File: src/rtl/nfc_pkg.sv
package nfc_pkg;

  typedef enum logic [2:0] {
    S_IDLE,
    S_WSETUP,
    S_WLOW,
    S_WHOLD,
    S_TURN,
    S_POLL,
    S_RDWAIT
  } nfcState_e;

  // strobes from control to datapath
  typedef struct packed {
    logic ceLow;
    logic weLow;
    logic oeLow;
    logic drive;
    logic loadCmd;
    logic capRead;
    logic setDone;
    logic setErr;
    logic setTmo;
  } nfcStrb_t;

  localparam logic [1:0] OP_READ  = 2'd0;
  localparam logic [1:0] OP_PROG  = 2'd1;
  localparam logic [1:0] OP_ERASE = 2'd2;
  localparam logic [1:0] OP_NONE  = 2'd3;

endpackage

File: src/rtl/nfc_ctrl.sv
module nfc_ctrl
  import nfc_pkg::*;
#(
  parameter int CE_SETUP = 1,
  parameter int WE_LOW   = 4,
  parameter int RD_WAIT  = 6,
  parameter int TMO_CYC  = 1000
) (
  input  logic       clk,
  input  logic       runN,
  input  logic       cmdValid,
  input  logic [1:0] cmdOp,
  input  logic       busRdy,
  input  logic       busDq5,
  output nfcStrb_t   strb,
  output logic [2:0] seqIdx,
  output logic       opErase,
  output logic       busy
);

  localparam int PH_A   = (CE_SETUP > WE_LOW) ? CE_SETUP : WE_LOW;
  localparam int PH_MAX = (PH_A > RD_WAIT) ? PH_A : RD_WAIT;
  localparam int CW     = $clog2(PH_MAX + 1);
  localparam int PW     = $clog2(TMO_CYC + 1);

  nfcState_e     state;
  logic [CW-1:0] phaseCnt;
  logic [PW-1:0] pollCnt;
  logic          accept;
  logic          pollLive;
  logic [2:0]    lastIdx;
  logic          finish;

  assign busy    = (state != S_IDLE);
  assign lastIdx = opErase ? 3'd5 : 3'd3;

  always_comb begin
    strb     = '0;
    accept   = (state == S_IDLE) && cmdValid && (cmdOp != OP_NONE);
    pollLive = (state == S_POLL) && (pollCnt >= PW'(RD_WAIT - 1));
    case (state)
      S_IDLE:   strb.loadCmd = accept;
      S_WSETUP: begin strb.ceLow = 1'b1; strb.drive = 1'b1; end
      S_WLOW:   begin strb.ceLow = 1'b1; strb.weLow = 1'b1; strb.drive = 1'b1; end
      S_WHOLD:  strb.drive = 1'b1;
      S_POLL: begin
        strb.ceLow = 1'b1;
        strb.oeLow = 1'b1;
        if (pollLive) begin
          if (busRdy)                             strb.setDone = 1'b1;
          else if (busDq5)                        strb.setErr  = 1'b1;
          else if (pollCnt == PW'(TMO_CYC - 1))   strb.setTmo  = 1'b1;
        end
      end
      S_RDWAIT: begin
        strb.ceLow = 1'b1;
        strb.oeLow = 1'b1;
        if (phaseCnt == CW'(RD_WAIT - 1)) begin
          strb.capRead = 1'b1;
          strb.setDone = 1'b1;
        end
      end
      default: ;
    endcase
  end

  assign finish = strb.setDone | strb.setErr | strb.setTmo;

  always_ff @(posedge clk) begin
    if (!runN) begin
      state    <= S_IDLE;
      phaseCnt <= '0;
      pollCnt  <= '0;
      seqIdx   <= '0;
      opErase  <= 1'b0;
    end else begin
      case (state)
        S_IDLE: if (accept) begin
          opErase  <= (cmdOp == OP_ERASE);
          seqIdx   <= '0;
          phaseCnt <= '0;
          state    <= (cmdOp == OP_READ) ? S_RDWAIT : S_WSETUP;
        end
        S_WSETUP: begin
          if (phaseCnt == CW'(CE_SETUP - 1)) begin
            phaseCnt <= '0;
            state    <= S_WLOW;
          end else phaseCnt <= phaseCnt + CW'(1);
        end
        S_WLOW: begin
          if (phaseCnt == CW'(WE_LOW - 1)) begin
            phaseCnt <= '0;
            state    <= S_WHOLD;
          end else phaseCnt <= phaseCnt + CW'(1);
        end
        S_WHOLD: begin
          if (seqIdx == lastIdx) state <= S_TURN;
          else begin
            seqIdx <= seqIdx + 3'd1;
            state  <= S_WSETUP;
          end
        end
        S_TURN: begin
          pollCnt <= '0;
          state   <= S_POLL;
        end
        S_POLL: begin
          pollCnt <= pollCnt + PW'(1);
          if (finish) state <= S_IDLE;
        end
        S_RDWAIT: begin
          if (strb.capRead) state <= S_IDLE;
          else phaseCnt <= phaseCnt + CW'(1);
        end
        default: state <= S_IDLE;
      endcase
    end
  end

  // a valid command in idle makes the block busy on the next clock
  a_r1_accept_busy: assert property (@(posedge clk) disable iff (!runN)
    (state == S_IDLE && cmdValid && cmdOp != OP_NONE) |=> busy);

  // a command presented mid-operation does not change the running operation
  a_r1_op_stable: assert property (@(posedge clk) disable iff (!runN)
    (busy && $past(busy)) |-> $stable(opErase));

  // the poll never runs past the watchdog limit
  a_r10_poll_bound: assert property (@(posedge clk) disable iff (!runN)
    (state == S_POLL) |-> (pollCnt < PW'(TMO_CYC)));

endmodule

File: src/rtl/nfc_dpath.sv
module nfc_dpath
  import nfc_pkg::*;
#(
  parameter int AW          = 20,
  parameter int DW          = 15,
  parameter bit BOOT_TOP    = 1'b0,
  parameter int MAIN_SEC_AW = 15,
  parameter int BOOT_SEC_AW = 12
) (
  input  logic          clk,
  input  logic          runN,
  input  nfcStrb_t      strb,
  input  logic [2:0]    seqIdx,
  input  logic          opErase,
  input  logic [AW-1:0] cmdAddr,
  input  logic [DW-1:0] cmdData,
  input  logic [DW:0]   busDataIn,
  output logic [AW-1:0] fAddr,
  output logic [DW-1:0] busDataOut,
  output logic          busDataOe,
  output logic          fCeN,
  output logic          fWeN,
  output logic          fOeN,
  output logic [DW-1:0] rdData,
  output logic          stDone,
  output logic          stDq5Err,
  output logic          stTimeout
);

  localparam logic [AW-1:0] UNLK_A = AW'(12'h555);
  localparam logic [AW-1:0] UNLK_B = AW'(12'h2AA);
  localparam logic [DW-1:0] W_AA   = DW'(8'hAA);
  localparam logic [DW-1:0] W_55   = DW'(8'h55);
  localparam logic [DW-1:0] W_A0   = DW'(8'hA0);
  localparam logic [DW-1:0] W_80   = DW'(8'h80);
  localparam logic [DW-1:0] W_30   = DW'(8'h30);

  logic [AW-1:0] addrReg;
  logic [DW-1:0] dataReg;
  logic          inBoot;
  logic [AW-1:0] secBase;
  logic [AW-1:0] targetAddr;
  logic [AW-1:0] seqAddr;
  logic [DW-1:0] seqData;

  always_ff @(posedge clk) begin
    if (!runN) begin
      addrReg <= '0;
      dataReg <= '0;
    end else if (strb.loadCmd) begin
      addrReg <= cmdAddr;
      dataReg <= cmdData;
    end
  end

  // boot-block placement variant
  generate
    if (BOOT_TOP) begin : g_bootTop
      assign inBoot = &addrReg[AW-1:MAIN_SEC_AW];
    end else begin : g_bootBottom
      assign inBoot = ~|addrReg[AW-1:MAIN_SEC_AW];
    end
  endgenerate

  assign secBase    = inBoot ? {addrReg[AW-1:BOOT_SEC_AW], {BOOT_SEC_AW{1'b0}}}
                             : {addrReg[AW-1:MAIN_SEC_AW], {MAIN_SEC_AW{1'b0}}};
  assign targetAddr = opErase ? secBase : addrReg;

  always_comb begin
    case (seqIdx)
      3'd0:    begin seqAddr = UNLK_A; seqData = W_AA; end
      3'd1:    begin seqAddr = UNLK_B; seqData = W_55; end
      3'd2:    begin seqAddr = UNLK_A; seqData = opErase ? W_80 : W_A0; end
      3'd3:    begin
        seqAddr = opErase ? UNLK_A : addrReg;
        seqData = opErase ? W_AA : dataReg;
      end
      3'd4:    begin seqAddr = UNLK_B; seqData = W_55; end
      default: begin seqAddr = secBase; seqData = W_30; end
    endcase
  end

  assign fAddr      = strb.drive ? seqAddr : targetAddr;
  assign busDataOut = seqData;
  assign busDataOe  = strb.drive;
  assign fCeN       = ~strb.ceLow;
  assign fWeN       = ~strb.weLow;
  assign fOeN       = ~strb.oeLow;

  always_ff @(posedge clk) begin
    if (!runN) begin
      rdData    <= '0;
      stDone    <= 1'b0;
      stDq5Err  <= 1'b0;
      stTimeout <= 1'b0;
    end else begin
      if (strb.capRead) rdData <= busDataIn[DW-1:0];
      if (strb.loadCmd) begin
        stDone    <= 1'b0;
        stDq5Err  <= 1'b0;
        stTimeout <= 1'b0;
      end else begin
        if (strb.setDone) stDone    <= 1'b1;
        if (strb.setErr)  stDq5Err  <= 1'b1;
        if (strb.setTmo)  stTimeout <= 1'b1;
      end
    end
  end

  // write enable only ever pulses inside chip enable
  a_r2_we_in_ce: assert property (@(posedge clk) disable iff (!runN)
    !fWeN |-> !fCeN);

  // the bus is released at least one clock before output enable falls
  a_r6_turnaround: assert property (@(posedge clk) disable iff (!runN)
    (!fOeN && $past(fOeN)) |-> !$past(busDataOe));

  // at most one outcome is reported
  a_r11_one_outcome: assert property (@(posedge clk) disable iff (!runN)
    $onehot0({stDone, stDq5Err, stTimeout}));

  // an error rises only after a busy sample with bit 5 high
  a_r9_err_cause: assert property (@(posedge clk) disable iff (!runN)
    $rose(stDq5Err) |-> (!$past(busDataIn[DW]) && $past(busDataIn[5])));

endmodule

File: src/rtl/nor_cmd_ctrl.sv
module nor_cmd_ctrl
  import nfc_pkg::*;
#(
  parameter int AW          = 20,
  parameter int DW          = 15,
  parameter bit BOOT_TOP    = 1'b0,
  parameter int MAIN_SEC_AW = 15,
  parameter int BOOT_SEC_AW = 12,
  parameter int CE_SETUP    = 1,
  parameter int WE_LOW      = 4,
  parameter int RD_WAIT     = 6,
  parameter int TMO_CYC     = 1000
) (
  input  logic          clk,
  input  logic          rstN,
  input  logic          flashModeEn,
  input  logic          cmdValid,
  input  logic [1:0]    cmdOp,
  input  logic [AW-1:0] cmdAddr,
  input  logic [DW-1:0] cmdData,
  output logic          stBusy,
  output logic          stDone,
  output logic          stDq5Err,
  output logic          stTimeout,
  output logic [DW-1:0] rdData,
  output logic [AW-1:0] fAddr,
  output logic [DW-1:0] busDataOut,
  output logic          busDataOe,
  input  logic [DW:0]   busDataIn,
  output logic          fCeN,
  output logic          fWeN,
  output logic          fOeN
);

  logic       runN;
  nfcStrb_t   strb;
  logic [2:0] seqIdx;
  logic       opErase;

  assign runN = rstN & flashModeEn;

  nfc_ctrl #(
    .CE_SETUP(CE_SETUP), .WE_LOW(WE_LOW), .RD_WAIT(RD_WAIT), .TMO_CYC(TMO_CYC)
  ) u_ctrl (
    .clk(clk), .runN(runN), .cmdValid(cmdValid), .cmdOp(cmdOp),
    .busRdy(busDataIn[DW]), .busDq5(busDataIn[5]),
    .strb(strb), .seqIdx(seqIdx), .opErase(opErase), .busy(stBusy)
  );

  nfc_dpath #(
    .AW(AW), .DW(DW), .BOOT_TOP(BOOT_TOP),
    .MAIN_SEC_AW(MAIN_SEC_AW), .BOOT_SEC_AW(BOOT_SEC_AW)
  ) u_dpath (
    .clk(clk), .runN(runN), .strb(strb), .seqIdx(seqIdx), .opErase(opErase),
    .cmdAddr(cmdAddr), .cmdData(cmdData), .busDataIn(busDataIn),
    .fAddr(fAddr), .busDataOut(busDataOut), .busDataOe(busDataOe),
    .fCeN(fCeN), .fWeN(fWeN), .fOeN(fOeN), .rdData(rdData),
    .stDone(stDone), .stDq5Err(stDq5Err), .stTimeout(stTimeout)
  );

  // deselecting flash mode idles the block on the next clock
  a_r12_mode_off: assert property (@(posedge clk) disable iff (!rstN)
    !flashModeEn |=> (!stBusy && fCeN && fOeN && !busDataOe && !stDone));

endmodule

File: config.mk
export PLATFORM = sky130hd
export DESIGN_NAME = nor_cmd_ctrl
export DESIGN_NICKNAME = d
export VERILOG_FILES = /design/src/rtl/nfc_pkg.sv /design/src/rtl/nfc_ctrl.sv /design/src/rtl/nfc_dpath.sv /design/src/rtl/nor_cmd_ctrl.sv
export SDC_FILE = /design/constraint.sdc
export NUM_CORES = 1
export LEC_CHECK = 0
export CAP_MARGIN = 10
export CORE_MARGIN = 2
export CORE_UTILIZATION = 47
export CTS_CLUSTER_SIZE = 8
export DETAILED_ROUTE_END_ITERATION = 10
export PLACE_DENSITY = 0.78
export SYNTH_ARGS = -nofsm -noshare
export SYNTH_HDL_FRONTEND = slang
export SYNTH_SLANG_ARGS = --single-unit
export TNS_END_PERCENT = 10
File: constraint.sdc
create_clock -name clk -period 2.25 [get_ports clk]
set_input_delay 0.45 -clock clk [delete_from_list [all_inputs] [get_ports clk]]
set_output_delay 0.45 -clock clk [all_outputs]
set_load 0.03 [all_outputs]
==> flow_summary.yaml <==
global_routing:
  grt_pass1_vias: 3641
  grt_max_degree: 42
  grtUsageTotal_pct: 23.80
  antenna_found_initial: 0
  grt_overflow: 0
  grt_pass1_wl_um: 16480
synth:
  seq_area_frac_synth_pct: 39.78
  netlist_area_um2: 3674
  synthCells: 475
  ys_ff_latch: 73
  async_flop_share_pct: 0
  synth_edf_count: 0
  synth_fp_nets: 550
  ys_warn_count: 0
  synthFlopType: "dfxtp_1"
  avgSynthCellArea_um2: 7.734
  synth_cell_type_count: 54
placed_design:
  place_ws_ps: -59.61
  gp_congestion: 0.8834
  io_buffers: 114
  hpwlAfterDp_um: 7212
sta:
  worst_hold_slack_ps: 450.4
  fin_crit_ps: 2355
  skew_ps: 10.43
  final.setup.worst_slack_ps: -104.7
  slew_headroom_pct: 61.24
  final_hold_viol_count: 0
  setup_violations: 16
  tightest_slew_ps: 575.3
  finalCritPeriodShare_pct: 104.7
  rsz0062_at_grt: "yes"
  slew_viol_final: 0
  max_freq_mhz: 424.7
cts:
  clock_latency_ps: 340
  cts_tree: "built"
  h-tree-depth: 3
  cts_max_path_buffers: 2
  clockRootBuffer: "clkbuf_8"
  cts_buffers: 9
  clock-sinks: 73
  clkTransAtPathRegs_ps: 70
setup_path:
  max_stage_delay_ps: 360
  cp_max_fo: 7
  crit_buf_inv: 1
  endpoint_kind: "primary output"
  worstSetupPathType: "flip-flop to primary output"
  cp-start-kind: "flip-flop"
  required_ps: 1800
  slowest_stage: "dfxtp_4"
  path_delay_family: "simple AND/OR/NAND/NOR gates"
  worstPathArrival_ps: 1900
  worstPathCellList: "ha_1 -> ha_4 -> nor3_2 -> nor2_2 -> a31o_2 -> and2_1 -> buf_6"
hold_path:
  min_path_type: "flip-flop to flip-flop"
route:
  first_pass_iters: 4
  vias: 3747
  via_per_inst: 5.263
  drtIter0Drc: 162
  routedWlPerCell_um: 14.09
  drcViolationCount: 0
  wl_um: 10040
  ant_nets: 0
pwr:
  p_per_area_nw_per_um2: 593.2
  p_leak_uw: 0.002061
  ir_drop_mv: 0.4211
flow_run:
  maxCapViolCount: 0
floorplanning:
  die_area_um2: 8540
  die_y_um: 92.41
  core_area_um2: 7647
  start_util_pct: 48.04
  row_count: 32
  io_pins: 115
  die_x_um: 92.41
outcome:
  status: "complete, but fails checks"
  violations: "negative setup slack"
cells_and_area:
  nets: 680
  diodes: 0
  area_delta_synth_final_pct: 47.28
  drive_above_1_share_pct: 19.34
[sequential cells by signal, indices dropped and copies added, names as in the netlist, 3 cells and up]
name and cells:
u_ctrl.phaseCnt 3, u_ctrl.pollCnt 10, u_ctrl.seqIdx 3, u_ctrl.state 3, u_dpath.addrReg 20, u_dpath.dataReg 15, u_dpath.rdData 15
[layout by cell type, fill, tap and decap left out, types with 5 or more instances in the layout]
master,n
nor2b_1,9
and2_1,11
a21o_1,8
o21ai_0,13
nand2_1,115
nor3_1,7
buf_6,10
ha_1,12
a21oi_1,64
nand3_1,10
clkdlybuf4s50_1,74
o21a_2,6
inv_1,14
dfxtp_1,69
clkbuf_8,9
nor2_1,23
or3_1,5
buf_4,49
dlygate4sd2_1,7
[per-stage QoR]
stage	setup TNS [ps]	cell area [µm²]	instances	utilization (%)	total power, µW
6_report	-1277	5410	712	70.75	3209
5_1_grt	-2953	5410	712	70.75	3359
4_1_cts	-1963	5320	708	69.57	3226
3_5_place_dp	-150.2	5011	692	65.53	1969
3_3_place_gp	0	5011	692	65.53	1958
2_1_floorplan	-46.77	3696	475	-	1692
[final timing paths]
kind	cells past startpoint	slack (ps)	to	from
max reg2reg	8	200	u_ctrl.phaseCnt[1]	u_ctrl.state[0]
min reg2reg	2	450	u_dpath.addrReg[12]	u_dpath.addrReg[12]
max	7	-100	fAddr[12]	u_ctrl.seqIdx[1]
min	2	450	u_dpath.addrReg[12]	u_dpath.addrReg[12]
[power by group]
group / switching, µW / internal [µW] / total [µW]
logic: 335 / 291 / 626
registers: 20.5 / 1320 / 1340
clock network: 505 / 743 / 1250
[Yosys cell counts (2+ instances only)]
cell type / count / area, µm²
dfxtp_1: 73 / 1461
nor3b_1: 2 / 15.01
a22oi_1: 3 / 22.52
buf_6: 2 / 22.52
or4_1: 4 / 30.03
o21ai_0: 14 / 70.07
a211oi_1: 3 / 22.52
buf_1: 2 / 7.510
buf_2: 2 / 10.01
or3_1: 5 / 31.28
ha_1: 18 / 225.2
nor3_1: 9 / 45.04
o21a_1: 8 / 60.06
a211o_1: 3 / 26.28
nand3_1: 10 / 50.05
o211ai_1: 3 / 22.52
mux2_2: 2 / 22.52
nand2b_1: 2 / 12.51
and2_1: 13 / 81.33
nor2b_1: 11 / 68.82
a31oi_1: 2 / 12.51
a21o_1: 8 / 60.06
mux2i_1: 3 / 30.03
o31ai_1: 3 / 22.52
nor2_1: 26 / 97.59
inv_1: 17 / 63.81
o22a_1: 2 / 17.52
clkbuf_1: 19 / 71.32
nand4_1: 3 / 18.77
nand2_1: 116 / 435.4
a21oi_1: 64 / 320.3
[layout make-up]
class                           count  area (µm²)
Tap cell                          102       127.6
Sequential cell                    73        1474
Fill cell                         630        2237
Timing Repair Buffer              144        1354
Inverter                           17       66.31
Clock inverter                      6       115.1
Multi-Input combinational cell    360        2146
Clock buffer                       10       127.6
[metal layers]
metal  track usage, %  vias to the layer above  wire length, µm
met5                0                        -                0
li1                 -                     1880                -
met3            4.638                        5              618
met1            28.62                     1752             4297
met4            9.204                        0              105
met2            41.79                      110             5013
[timing repair]
item,4_1_cts,5_1_grt
hold buffers,0,0
endpoints found under the setup margin,39,31
pin swaps,2,5
setup buffers,0,4
gates resized for setup,33,18
[cells by family (layout without fill, tap and decap cells)]
logic type	count (synthesis)	count (layout)	share of synthesized area, %
AO/OA/AOI/OAI	124	124	20.54
adder cells (fa/ha/maj)	18	18	6.131
buffers and inverters	42	177	4.768
flip-flops	73	73	39.78
multiplexers	5	5	1.431
AND/OR/NAND/NOR	213	213	27.35
[worst reg2reg max path: stages, from the launching register on]
cell and delay [ps]:
dfxtp_4 400, inv_4 50, buf_4 150, ha_1 240, nand2b_4 100, nor2_1 60, a211o_1 340, or4_1 510
a21oi_1 150
No activity file was read; power rests on OpenSTA's default activity.
